<file path="config.mk">
export PLATFORM = sky130hd
export DESIGN_NAME = scc_regif
export DESIGN_NICKNAME = d
export VERILOG_FILES = /design/src/rtl/scc_regif_pkg.sv /design/src/rtl/scc_rx_fifo.sv /design/src/rtl/scc_chan_ctl.sv /design/src/rtl/scc_irq_unit.sv /design/src/rtl/scc_regif.sv
export SDC_FILE = /design/constraint.sdc
export NUM_CORES = 1
export LEC_CHECK = 0
export BUFFER_PORTS_ARGS = -buffer_cell sky130_fd_sc_hd__buf_2
export CORE_AREA = 4 4 141 211
export CTS_CLUSTER_DIAMETER = 150
export DETAILED_ROUTE_END_ITERATION = 8
export DIE_AREA = 0 0 145 215
export PLACE_DENSITY = 0.57
export SYNTH_ARGS = -nofsm -noshare
export SYNTH_HDL_FRONTEND = slang
export SYNTH_SLANG_ARGS = --single-unit
</file>
<file path="constraint.sdc">
create_clock -name clk_i -period 2.4 [get_ports clk_i]
set_input_delay 0.24 -clock clk_i [delete_from_list [all_inputs] [get_ports clk_i]]
set_output_delay 0.24 -clock clk_i [all_outputs]
set_load 0.01 [all_outputs]
</file>
<file path="src/rtl/scc_regif_pkg.sv">
package scc_regif_pkg;
  localparam int NUM_CH  = 2;
  localparam int NUM_REG = 16;
  localparam int DW      = 8;
  localparam int ADDR_W  = 4;
  localparam int PTR_W   = $clog2(NUM_REG);

  localparam logic [2:0] OFF_CMD  = 3'd1;
  localparam logic [2:0] OFF_DATA = 3'd5;

  // register indices
  localparam int REG_STAT   = 0;
  localparam int REG_ERR    = 1;
  localparam int REG_PEND   = 3;
  localparam int REG_MODE   = 1;
  localparam int REG_MASTER = 9;
  localparam int REG_TC_LO  = 12;
  localparam int REG_TC_HI  = 13;
  localparam int REG_MISC   = 14;

  // bit positions
  localparam int STAT_RXAV  = 0;
  localparam int STAT_TXE   = 2;
  localparam int MODE_TXIE  = 1;
  localparam int MODE_RX_LO = 3;
  localparam int MODE_RX_HI = 4;
  localparam int MASTER_IE  = 3;
  localparam int MISC_LOOP  = 4;

  typedef logic [DW-1:0] byte_t;
endpackage

</file>
<file path="src/rtl/scc_rx_fifo.sv">
module scc_rx_fifo #(
  parameter int DEPTH = 8,  // power of two not required
  parameter int DW    = 8
) (
  input  logic          clk_i,
  input  logic          rst_ni,
  input  logic          push_i,
  input  logic [DW-1:0] push_data_i,
  input  logic          pop_i,
  output logic [DW-1:0] head_o,
  output logic          not_empty_o
);
  localparam int AW = (DEPTH > 1) ? $clog2(DEPTH) : 1;
  localparam int CW = $clog2(DEPTH + 1);

  logic [DEPTH-1:0][DW-1:0] mem_q;
  logic [AW-1:0] wp_q, rp_q;
  logic [CW-1:0] cnt_q;
  logic full, do_push, do_pop;

  assign full        = (cnt_q == CW'(DEPTH));
  assign not_empty_o = (cnt_q != '0);
  assign do_pop      = pop_i && not_empty_o;
  assign do_push     = push_i && (!full || do_pop);
  assign head_o      = mem_q[rp_q];

  function automatic logic [AW-1:0] nxt(input logic [AW-1:0] p);
    return (p == AW'(DEPTH - 1)) ? '0 : p + AW'(1);
  endfunction

  always_ff @(posedge clk_i) begin
    if (do_push) mem_q[wp_q] <= push_data_i;
  end

  always_ff @(posedge clk_i or negedge rst_ni) begin
    if (!rst_ni) begin
      wp_q  <= '0;
      rp_q  <= '0;
      cnt_q <= '0;
    end else begin
      if (do_push) wp_q <= nxt(wp_q);
      if (do_pop)  rp_q <= nxt(rp_q);
      case ({do_push, do_pop})
        2'b10:   cnt_q <= cnt_q + CW'(1);
        2'b01:   cnt_q <= cnt_q - CW'(1);
        default: cnt_q <= cnt_q;
      endcase
    end
  end

  AST_FULL_DROP: assert property (@(posedge clk_i) disable iff (!rst_ni)
    (full && push_i && !pop_i) |=> (full && $stable(head_o)));
  AST_EMPTY_POP: assert property (@(posedge clk_i) disable iff (!rst_ni)
    (!not_empty_o && pop_i && !push_i) |=> !not_empty_o);
endmodule

</file>
<file path="src/rtl/scc_chan_ctl.sv">
module scc_chan_ctl #(
  parameter int NUM_REG = 16,
  parameter int DW      = 8
) (
  input  logic                            clk_i,
  input  logic                            rst_ni,
  input  logic                            cmd_wr_i,
  input  logic                            cmd_rd_i,
  input  logic [DW-1:0]                   wdata_i,
  output logic [$clog2(NUM_REG)-1:0]      ptr_o,
  output logic [NUM_REG-1:0][DW-1:0]      wregs_o
);
  localparam int PTR_W = $clog2(NUM_REG);

  logic             sel_pend_q;
  logic [PTR_W-1:0] ptr_q;
  logic             reg_wr;

  assign reg_wr = cmd_wr_i && sel_pend_q;
  assign ptr_o  = ptr_q;

  always_ff @(posedge clk_i or negedge rst_ni) begin
    if (!rst_ni) begin
      sel_pend_q <= 1'b0;
      ptr_q      <= '0;
    end else if (cmd_rd_i || reg_wr) begin
      sel_pend_q <= 1'b0;
      ptr_q      <= '0;
    end else if (cmd_wr_i) begin
      sel_pend_q <= 1'b1;
      ptr_q      <= wdata_i[PTR_W-1:0];
    end
  end

  for (genvar r = 0; r < NUM_REG; r++) begin : g_wreg
    always_ff @(posedge clk_i or negedge rst_ni) begin
      if (!rst_ni)                             wregs_o[r] <= '0;
      else if (reg_wr && ptr_q == PTR_W'(r))   wregs_o[r] <= wdata_i;
    end
  end

  AST_PTR_RETURN: assert property (@(posedge clk_i) disable iff (!rst_ni)
    reg_wr |=> (!sel_pend_q && ptr_q == '0));
  AST_SELECT_LOAD: assert property (@(posedge clk_i) disable iff (!rst_ni)
    (cmd_wr_i && !sel_pend_q && !cmd_rd_i) |=> (sel_pend_q && ptr_q == $past(wdata_i[PTR_W-1:0])));
  AST_RD_RESET: assert property (@(posedge clk_i) disable iff (!rst_ni)
    cmd_rd_i |=> (!sel_pend_q && ptr_q == '0));
endmodule

</file>
<file path="src/rtl/scc_irq_unit.sv">
module scc_irq_unit #(
  parameter int NUM_CH = 2,
  parameter int DW     = 8
) (
  input  logic              clk_i,
  input  logic              rst_ni,
  input  logic              mie_i,
  input  logic [1:0]        rx_mode_i,
  input  logic [NUM_CH-1:0] txie_i,
  input  logic [NUM_CH-1:0] rx_avail_i,
  input  logic [NUM_CH-1:0] tx_evt_i,
  input  logic              clr_i,
  output logic [DW-1:0]     pend_o,
  output logic              irq_o
);
  logic [NUM_CH-1:0] rx_pend_q, tx_pend_q;
  logic rx_en;

  assign rx_en = mie_i && (rx_mode_i != 2'b00);

  for (genvar c = 0; c < NUM_CH; c++) begin : g_ch
    always_ff @(posedge clk_i or negedge rst_ni) begin
      if (!rst_ni) begin
        rx_pend_q[c] <= 1'b0;
        tx_pend_q[c] <= 1'b0;
      end else if (clr_i) begin
        rx_pend_q[c] <= 1'b0;
        tx_pend_q[c] <= 1'b0;
      end else begin
        if (rx_en && rx_avail_i[c])                tx_pend_q[c] <= tx_pend_q[c];
        if (rx_en && rx_avail_i[c])                rx_pend_q[c] <= 1'b1;
        if (tx_evt_i[c] && mie_i && txie_i[c])     tx_pend_q[c] <= 1'b1;
      end
    end

    AST_TX_SET: assert property (@(posedge clk_i) disable iff (!rst_ni)
      (tx_evt_i[c] && mie_i && txie_i[c] && !clr_i) |=> pend_o[3*(NUM_CH-1-c)+1]);
  end

  // channel A occupies the upper triple; external bits stay clear
  always_comb begin
    pend_o = '0;
    for (int c = 0; c < NUM_CH; c++) begin
      pend_o[3*(NUM_CH-1-c)+2] = rx_pend_q[c];
      pend_o[3*(NUM_CH-1-c)+1] = tx_pend_q[c];
    end
  end

  assign irq_o = mie_i && (((rx_mode_i != 2'b00) && (|rx_pend_q)) || (|(tx_pend_q & txie_i)));

  AST_CLEAR: assert property (@(posedge clk_i) disable iff (!rst_ni)
    clr_i |=> (pend_o == '0));
  AST_RX_SET: assert property (@(posedge clk_i) disable iff (!rst_ni)
    (rx_en && (|rx_avail_i) && !clr_i) |=> irq_o);
endmodule

</file>
<file path="src/rtl/scc_regif.sv">
module scc_regif
  import scc_regif_pkg::*;
#(
  parameter int FIFO_DEPTH = 8
) (
  input  logic                 clk_i,
  input  logic                 rst_ni,
  input  logic [ADDR_W-1:0]    bus_addr_i,
  input  logic                 bus_wr_i,
  input  logic                 bus_rd_i,
  input  logic [DW-1:0]        bus_wdata_i,
  output logic [DW-1:0]        bus_rdata_o,
  input  logic [NUM_CH-1:0]    rx_push_i,
  input  logic [NUM_CH*DW-1:0] rx_byte_i,
  output logic [NUM_CH-1:0]    tx_stb_o,
  output logic [DW-1:0]        tx_byte_o,
  output logic                 irq_o
);
  logic                                ch_sel;
  logic [2:0]                          off;
  logic                                rd_en;
  logic [NUM_CH-1:0]                   cmd_wr, cmd_rd, dat_wr, dat_rd;
  logic [NUM_CH-1:0][PTR_W-1:0]        ptr;
  logic [NUM_CH-1:0][NUM_REG-1:0][DW-1:0] wregs;
  logic [NUM_CH-1:0][DW-1:0]           rr_val, head;
  logic [NUM_CH-1:0]                   fifo_ne, fifo_push, loop_en, txie;
  logic [NUM_CH-1:0][DW-1:0]           fifo_din;
  logic [DW-1:0]                       pend;
  logic                                pend_clr;
  logic [NUM_CH-1:0]                   tx_stb_q;
  logic [DW-1:0]                       tx_byte_q;
  logic                                unused_wr;

  assign ch_sel = bus_addr_i[3];
  assign off    = bus_addr_i[2:0];
  assign rd_en  = bus_rd_i && !bus_wr_i;  // write wins on a collision

  for (genvar c = 0; c < NUM_CH; c++) begin : g_ch
    logic hit;
    assign hit       = (ch_sel == 1'(c));
    assign cmd_wr[c] = bus_wr_i && hit && (off == OFF_CMD);
    assign cmd_rd[c] = rd_en    && hit && (off == OFF_CMD);
    assign dat_wr[c] = bus_wr_i && hit && (off == OFF_DATA);
    assign dat_rd[c] = rd_en    && hit && (off == OFF_DATA);

    scc_chan_ctl #(.NUM_REG(NUM_REG), .DW(DW)) u_ctl (
      .clk_i    (clk_i),
      .rst_ni   (rst_ni),
      .cmd_wr_i (cmd_wr[c]),
      .cmd_rd_i (cmd_rd[c]),
      .wdata_i  (bus_wdata_i),
      .ptr_o    (ptr[c]),
      .wregs_o  (wregs[c])
    );

    assign loop_en[c]   = wregs[c][REG_MISC][MISC_LOOP];
    assign txie[c]      = wregs[c][REG_MODE][MODE_TXIE];
    assign fifo_push[c] = (dat_wr[c] && loop_en[c]) || rx_push_i[c];
    assign fifo_din[c]  = (dat_wr[c] && loop_en[c]) ? bus_wdata_i : rx_byte_i[c*DW +: DW];

    scc_rx_fifo #(.DEPTH(FIFO_DEPTH), .DW(DW)) u_fifo (
      .clk_i       (clk_i),
      .rst_ni      (rst_ni),
      .push_i      (fifo_push[c]),
      .push_data_i (fifo_din[c]),
      .pop_i       (dat_rd[c]),
      .head_o      (head[c]),
      .not_empty_o (fifo_ne[c])
    );

    always_comb begin
      rr_val[c] = '0;
      case (ptr[c])
        PTR_W'(REG_STAT): begin
          rr_val[c][STAT_TXE]  = 1'b1;
          rr_val[c][STAT_RXAV] = fifo_ne[c];
        end
        PTR_W'(REG_ERR):   rr_val[c] = '0;
        PTR_W'(REG_PEND):  rr_val[c] = (c == 0) ? pend : '0;
        PTR_W'(REG_TC_LO): rr_val[c] = wregs[c][REG_TC_LO];
        PTR_W'(REG_TC_HI): rr_val[c] = wregs[c][REG_TC_HI];
        default:           rr_val[c] = '0;
      endcase
    end

    AST_TX_STROBE: assert property (@(posedge clk_i) disable iff (!rst_ni)
      dat_wr[c] |=> (tx_stb_o[c] && tx_byte_o == $past(bus_wdata_i)));
    AST_LOOPBACK: assert property (@(posedge clk_i) disable iff (!rst_ni)
      (dat_wr[c] && loop_en[c]) |=> fifo_ne[c]);
  end

  always_comb begin
    bus_rdata_o = '0;
    for (int c = 0; c < NUM_CH; c++) begin
      if (cmd_rd[c]) bus_rdata_o = rr_val[c];
      if (dat_rd[c]) bus_rdata_o = fifo_ne[c] ? head[c] : '0;
    end
  end

  assign pend_clr = (|dat_rd) || (cmd_rd[0] && ptr[0] == PTR_W'(REG_PEND));

  scc_irq_unit #(.NUM_CH(NUM_CH), .DW(DW)) u_irq (
    .clk_i      (clk_i),
    .rst_ni     (rst_ni),
    .mie_i      (wregs[0][REG_MASTER][MASTER_IE]),
    .rx_mode_i  (wregs[0][REG_MODE][MODE_RX_HI:MODE_RX_LO]),
    .txie_i     (txie),
    .rx_avail_i (fifo_ne),
    .tx_evt_i   (dat_wr),
    .clr_i      (pend_clr),
    .pend_o     (pend),
    .irq_o      (irq_o)
  );

  always_ff @(posedge clk_i or negedge rst_ni) begin
    if (!rst_ni) begin
      tx_stb_q  <= '0;
      tx_byte_q <= '0;
    end else begin
      tx_stb_q <= dat_wr;
      if (|dat_wr) tx_byte_q <= bus_wdata_i;
    end
  end

  assign tx_stb_o  = tx_stb_q;
  assign tx_byte_o = tx_byte_q;
  assign unused_wr = ^wregs;

  AST_STAT_TXE: assert property (@(posedge clk_i) disable iff (!rst_ni)
    (cmd_rd[0] && ptr[0] == '0) |-> bus_rdata_o[STAT_TXE]);
  AST_OFF_ZERO: assert property (@(posedge clk_i) disable iff (!rst_ni)
    (rd_en && off != OFF_CMD && off != OFF_DATA) |-> (bus_rdata_o == '0));
endmodule

</file>
# Word-level counts from Yosys, hierarchy flattened
# Cells that the tools add are included.
[classes]
add_sub_neg = 8
n_mul = 0
div_mod_pow = 0
magnitude_cmp = 6
n_eq_ne = 22
shifts = 0
mux = 48
bitwise_logic = 2
n_reduce_logical = 70
[op_table]
columns = ["op", "count"]
rows = [
  ["bitwise mux 64 bit", 2],
  ["two-way mux 8 bit", 12],
  ["binary-select mux 8 bit (select 3 bit)", 2],
  ["demux 8 bit (select 3 bit)", 2],
  ["logical AND 1 bit", 42],
  ["equality test 4 bit (second input constant)", 9],
  ["nonzero test 2 bit", 9],
  ["less-than comparator 3 x 4 -> 1 bit (second input constant)", 4],
  ["two-way mux 4 bit", 4],
  ["case mux 4 bit (2 select lines)", 2],
  ["equality test 3 bit (second input constant)", 5],
  ["case mux 5 bit (3 select lines)", 1],
  ["adder 3 x 1 -> 3 bit (second input constant)", 4],
  ["two-way mux 1 bit", 12],
  ["two-way mux 3 bit", 4],
  ["case mux 1 bit (3 select lines)", 4],
  ["case mux 5 bit (2 select lines)", 1],
  ["adder 4 x 1 -> 4 bit (second input constant)", 2],
  ["equality test 4 x 1 -> 1 bit (second input constant)", 2],
  ["zero test 4 bit", 2],
  ["logical OR 1 bit", 8],
  ["nonzero test 4 bit", 2],
  ["OR reduction 2 bit", 4],
  ["subtractor 4 x 1 -> 4 bit (second input constant)", 2],
  ["10 further kinds", 15],
]
[word_totals]
register_bits = 225
latch_bits = 0
mem_bits_rw = 0
romBits = 0
inputBits = 34
output_inout_bits = 19
word_cells = 197
n_memories = 0

# Longest topological paths before layout
[logic_depth]
ltp_word = 9
depth_mapped = 13
ltp_nobuf = 12

# By module
# From an unflattened synthesis, not the netlist that was laid out.
[hier_totals]
cells_unflattened = 1107
hier_area_um2 = 17914.7
[by_module_without_submodules]
columns = ["module", "n_inst", "cells_per_inst", "area_per_inst_um2", "seq_area_each_um2"]
rows = [
  ["scc_chan_ctl (g_ch[0].u_ctl)", 1, 315, 5122.4, 3328.2],
  ["scc_chan_ctl (g_ch[1].u_ctl)", 1, 315, 5116.2, 3328.2],
  ["scc_rx_fifo (g_ch[0].u_fifo)", 1, 159, 3131.8, 2172.1],
  ["scc_rx_fifo (g_ch[1].u_fifo)", 1, 159, 3095.5, 2172.1],
  ["scc_regif", 1, 137, 1241.2, 250.2],
  ["scc_irq_unit", 1, 22, 207.7, 100.1],
]

# Worst setup path before layout
# No wires, ideal clock.
[synth_timing]
path_type = "flip-flop to flip-flop"
from = "register g_ch[0].u_fifo.cnt_q[1]"
to = "register g_ch[0].u_fifo.cnt_q[2]"
setup_ns = 0.125
arrival_ns = 2.385
required_time_ns = 2.275
setup_slack_ns = -0.110
path_stages_with_launch = 12
n_path_buf = 1
period_less_slack_ns = 2.510
cell_sequence = "dfrtp_1 or4_4 nand4_2 buf_4 inv_1 ha_1 xor2_1 ha_1 a21oi_1 xor2_1 nor2_1 xor2_1"
[synth_between]
elab_chain_len = 6
elab_cells_between_ends = 12
classes_between = "2 x add/sub; 3 x eq/ne; 1 x mux; 6 x reduce/logical"
[synth_rtl]
columns = ["item", "line", "text"]
rows = [
  ["start: declaration", "scc_rx_fifo.sv:18", "logic [CW-1:0] cnt_q;"],
  ["start signal: assignment", "scc_rx_fifo.sv:44", "2'b10: cnt_q <= cnt_q + CW'(1);"],
  ["start signal: assignment", "scc_rx_fifo.sv:45", "2'b01: cnt_q <= cnt_q - CW'(1);"],
  ["start signal: assignment", "scc_rx_fifo.sv:46", "default: cnt_q <= cnt_q;"],
  ["nonzero test 4 bit (*)", "scc_rx_fifo.sv:22", "assign not_empty_o = (cnt_q != '0);"],
  ["logical AND 1 bit (*)", "scc_rx_fifo.sv:23", "assign do_pop = pop_i && not_empty_o;"],
  ["named net g_ch[0].u_fifo.do_pop", "scc_rx_fifo.sv:19", "logic full, do_push, do_pop;"],
  ["logical OR 1 bit", "scc_rx_fifo.sv:24", "assign do_push = push_i && (!full || do_pop);"],
  ["logical AND 1 bit", "scc_rx_fifo.sv:24", ""],
  ["equality test 2 x 1 -> 1 bit / equality test 2 bit (equally long branches)", "scc_rx_fifo.sv:43", "case ({do_push, do_pop})"],
  ["case mux 4 bit (2 select lines) / nonzero test 2 bit (equally long branches)", "n/a", ""],
]
# The timed path passes the listed nets; every way through them passes the cells marked *.
# A chain may end at the register's enable or synchronous reset.

# Worst setup path after layout
[layout_timing]
from = "register g_ch[0].u_fifo.cnt_q[1]"
to = "output bus_rdata_o[5]"
[layout_between]
elab_chain_len = 5
[layout_rtl]
columns = ["item", "line", "text"]
rows = [
  ["nonzero test 4 bit", "scc_rx_fifo.sv:22", ""],
  ["two-way mux 8 bit (2 in series)", "scc_regif.sv:96", "if (dat_rd[c]) bus_rdata_o = fifo_ne[c] ? head[c] : '0;"],
  ["two-way mux 8 bit", "scc_regif.sv:95", "if (cmd_rd[c]) bus_rdata_o = rr_val[c];"],
  ["two-way mux 8 bit", "scc_regif.sv:96", ""],
  ["end: declaration", "scc_regif.sv:12", "output logic [DW-1:0] bus_rdata_o,"],
]
# No other way between the ends.

==> out/metrics.cfg <==
[pwr]
power_mw = 11.1
power.density_nw_per_um2 = 943
p_leak_nw = 4.59
irDropWorstVdd_mv = 0.436

[setup_path]
rrSetupSlack_ns = 0
crit_required_ns = 2.16
worstPathMaxFanout = 5
worst_path_largest_cell_delay_ns = 0.58
cp-end-kind = output pin
worstPathArrival_ns = 2.46
r2r-start = g_ch[1].u_fifo.cnt_q[2]
cp_slowest_cell = or4_4
critPathTopFamily = simple AND/OR/NAND/NOR gates
crit_type = flip-flop to output pin
crit_chain = or4_4, nand4_4, buf_8, o221ai_2, a21oi_1, o22ai_2, buf_2
critical_path_buf_inv_count = 2
reg2reg_depth = 11
r2r_end = g_ch[1].u_fifo.cnt_q[3]
startpoint_type = flip-flop

[synth]
synth_cell_types = 64
ys_seq_area_frac = 0.632
syn_area_um2 = 9380
yosys_register_bits = 211
synth_fp_nets = 641
synth-edff-count = 128
yosysWarningCount = 0
syn_area_per_cell_um2 = 15.8
async_reset_ff_frac = 0.393
synthesis.instances = 593
synth_flop_cell = edfxtp_1

[clock_tree]
numClockSinks = 211
cts_tree = yes
cts_max_level = 1
numCtsBuffers = 22
clockBufferDepth = 3
clock-root-buffer = clkbuf_16
clk_pin_slew_worst_paths_ns = 0.06
clk-insertion-delay-late_ns = 0.51

[route]
drt_iter0_drc = 262
viasPerCell = 5.27
antenna_left = 0
wl_per_cell_um = 21.6
drt_wl_total_um = 23500
via_count = 5727
drtPass1Iterations = 4
drc = 0

[sta]
maxSlewViolCount = 0
clock.fmax_ghz = 0.370
fin_ws_ns = -0.305
worstMarginPinSlew_ns = 0.673
rsz0062_at_grt = yes
fin_tns_setup_ns = -1.93
period_share = 1.13
slew_headroom = 0.551
fin_crit_ns = 2.70
finalSetupViolations = 8
hold_violations = 0
skew_ns = 0.0111

[grt]
gr-total-overflow = 0
grt_use_total = 0.149
top_usage_layer = met2
grt_antenna_before_repair = 0
grtUsageMet3 = 0.0221
grt_first_pass_wirelength_um = 36000
grt_pass1_vias = 6217
grt_max_degree = 53
use_met2 = 0.283
use_met1 = 0.165

[finish]
syn_to_final_growth_pct = 25.3
drive_above_1_share = 0.446
n_antenna_cell = 0
final_nets = 772

[placement]
numPortBuffers = 52
dp_hpwl_um = 16500
place.gp.congestion = 0.868

[floorplanning]
die_area_um2 = 31200
die_w_um = 145
core_um2 = 27900
ioPinCount = 53
die_h_um = 215
initial_core_util = 0.336
rows = 75

[worst_hold_path]
worstHoldPathType = input port to flip-flop
hold_path_end = tx_byte_o[6]
worstHoldStart = bus_wdata_i[6]
hold_depth = 2

[run_status]
failed_checks = negative setup slack
outcome = complete, but fails checks

[job]
max_cap_violations = 0

## synth_stat cells, types with 10 or more instances
| cell | n | area share |
|---|---|---|
| a21oi_1 | 11 | 0.0059 |
| dfrtp_1 | 83 | 0.22 |
| edfxtp_1 | 128 | 0.41 |
| ha_1 | 14 | 0.019 |
| mux2_2 | 72 | 0.086 |
| mux2i_1 | 33 | 0.035 |
| mux4_2 | 29 | 0.070 |
| nand2_1 | 27 | 0.011 |
| nor2_1 | 22 | 0.0088 |
| nor3_1 | 11 | 0.0059 |
| o21ai_0 | 10 | 0.0053 |
## metal layers
metal	vias to the layer above	routed length, um
met4	0	980
met3	49	814
met1	2965	8880
li1	2580	-
met2	133	12800
met5	-	0
## cell type report
type	instances	area, um^2
clock buffer	31	648
clock inverter	9	136
fill	2461	16100
inverter	10	40.0
multi-input combinational	345	3540
sequential	211	5920
tap	346	433
timing repair buffer	134	1020
## logic make-up (layout without fill, tap and decap cells)
group	count (synthesis)	count (layout)	share of synthesized area
fa+ha+maj	14	14	0.0187
compound gates	69	69	0.0545
buf+inv	37	184	0.0195
simple gates	118	118	0.0751
xor+xnor	10	10	0.00934
mux	134	134	0.191
flops	211	211	0.632
## layout by cell type, fill, tap and decap left out, types with 4 or more instances in the layout
cell type,instances
mux2i_1,27
buf_12,5
nand3_1,9
inv_1,5
a21oi_1,7
buf_4,68
nor4_1,4
a21o_1,5
o221ai_2,5
dfrtp_1,81
clkbuf_16,23
buf_6,10
xor2_1,7
inv_2,4
mux4_2,29
a21oi_2,4
a22oi_1,4
nor3_1,11
ha_4,4
buf_2,47
o21ai_0,10
ha_1,9
nand2_1,27
o22ai_2,4
mux2i_2,6
a22o_1,8
mux2_2,70
clkbuf_8,6
edfxtp_1,128
nor2_1,22
## registers in the layout, indices dropped and copies added, names as in the netlist
name                   cells
tx_byte_o                  8
tx_stb_o                   2
g_ch.u_ctl.ptr_o           8
g_ch.u_fifo.mem_q        128
u_irq.pend_o               4
g_ch.u_fifo.wp_q           6
g_ch.u_fifo.cnt_q          8
g_ch.u_ctl.wregs_o        39
g_ch.u_fifo.rp_q           6
g_ch.u_ctl.sel_pend_q      2
## through the flow
| step | utilization | instances | hold slack (ns) | setup slack [ns] | instance area [um^2] |
|---|---|---|---|---|---|
| 2_1_floorplan | - | 593 | -0.0556 | -0.0897 | 9390 |
| 3_3_place_gp | 0.374 | 1023 | 0.252 | 0.0364 | 10400 |
| 3_5_place_dp | 0.374 | 1023 | 0.265 | -0.0898 | 10400 |
| 4_1_cts | 0.411 | 1074 | 0.100 | -0.372 | 11500 |
| 5_1_grt | 0.421 | 1086 | 0.114 | -0.373 | 11700 |
| 6_report | 0.421 | 1086 | 0.105 | -0.305 | 11700 |
## worst max-delay path by stage
| stage | slack [ns] | from | endpoint | depth (start not counted) |
|---|---|---|---|---|
| floorplan | -0.09 | g_ch[1].u_fifo.cnt_q[2] | g_ch[1].u_fifo.cnt_q[2] | 10 |
| global placement | 0.04 | g_ch[1].u_fifo.cnt_q[3] | g_ch[1].u_fifo.cnt_q[3] | 10 |
| detailed placement | -0.09 | g_ch[1].u_fifo.cnt_q[3] | g_ch[1].u_fifo.cnt_q[3] | 10 |
| CTS | -0.37 | g_ch[0].u_fifo.rp_q[0] | bus_rdata_o[5] | 7 |
| global route | -0.37 | g_ch[0].u_fifo.cnt_q[1] | bus_rdata_o[4] | 7 |
| finish | -0.30 | g_ch[0].u_fifo.cnt_q[1] | bus_rdata_o[5] | 7 |
## report_power, final
part           switching (mW)  internal [mW]  leakage, nW
clock network            1.39           2.21        0.391
logic                    1.31           1.40         1.94
registers               0.346           4.41         2.26
total                    3.05           8.03         4.59
## timing repair
action                                  4_1_cts  5_1_grt
cloned                                        1        1
endpoints found under the setup margin        9       12
endpoints found under the hold margin        31        0
pin swaps                                    11       22
setup buffers                                 9       12
hold buffers                                  1        0
resized for setup                            29       41
(Power assumes the default switching activity.)
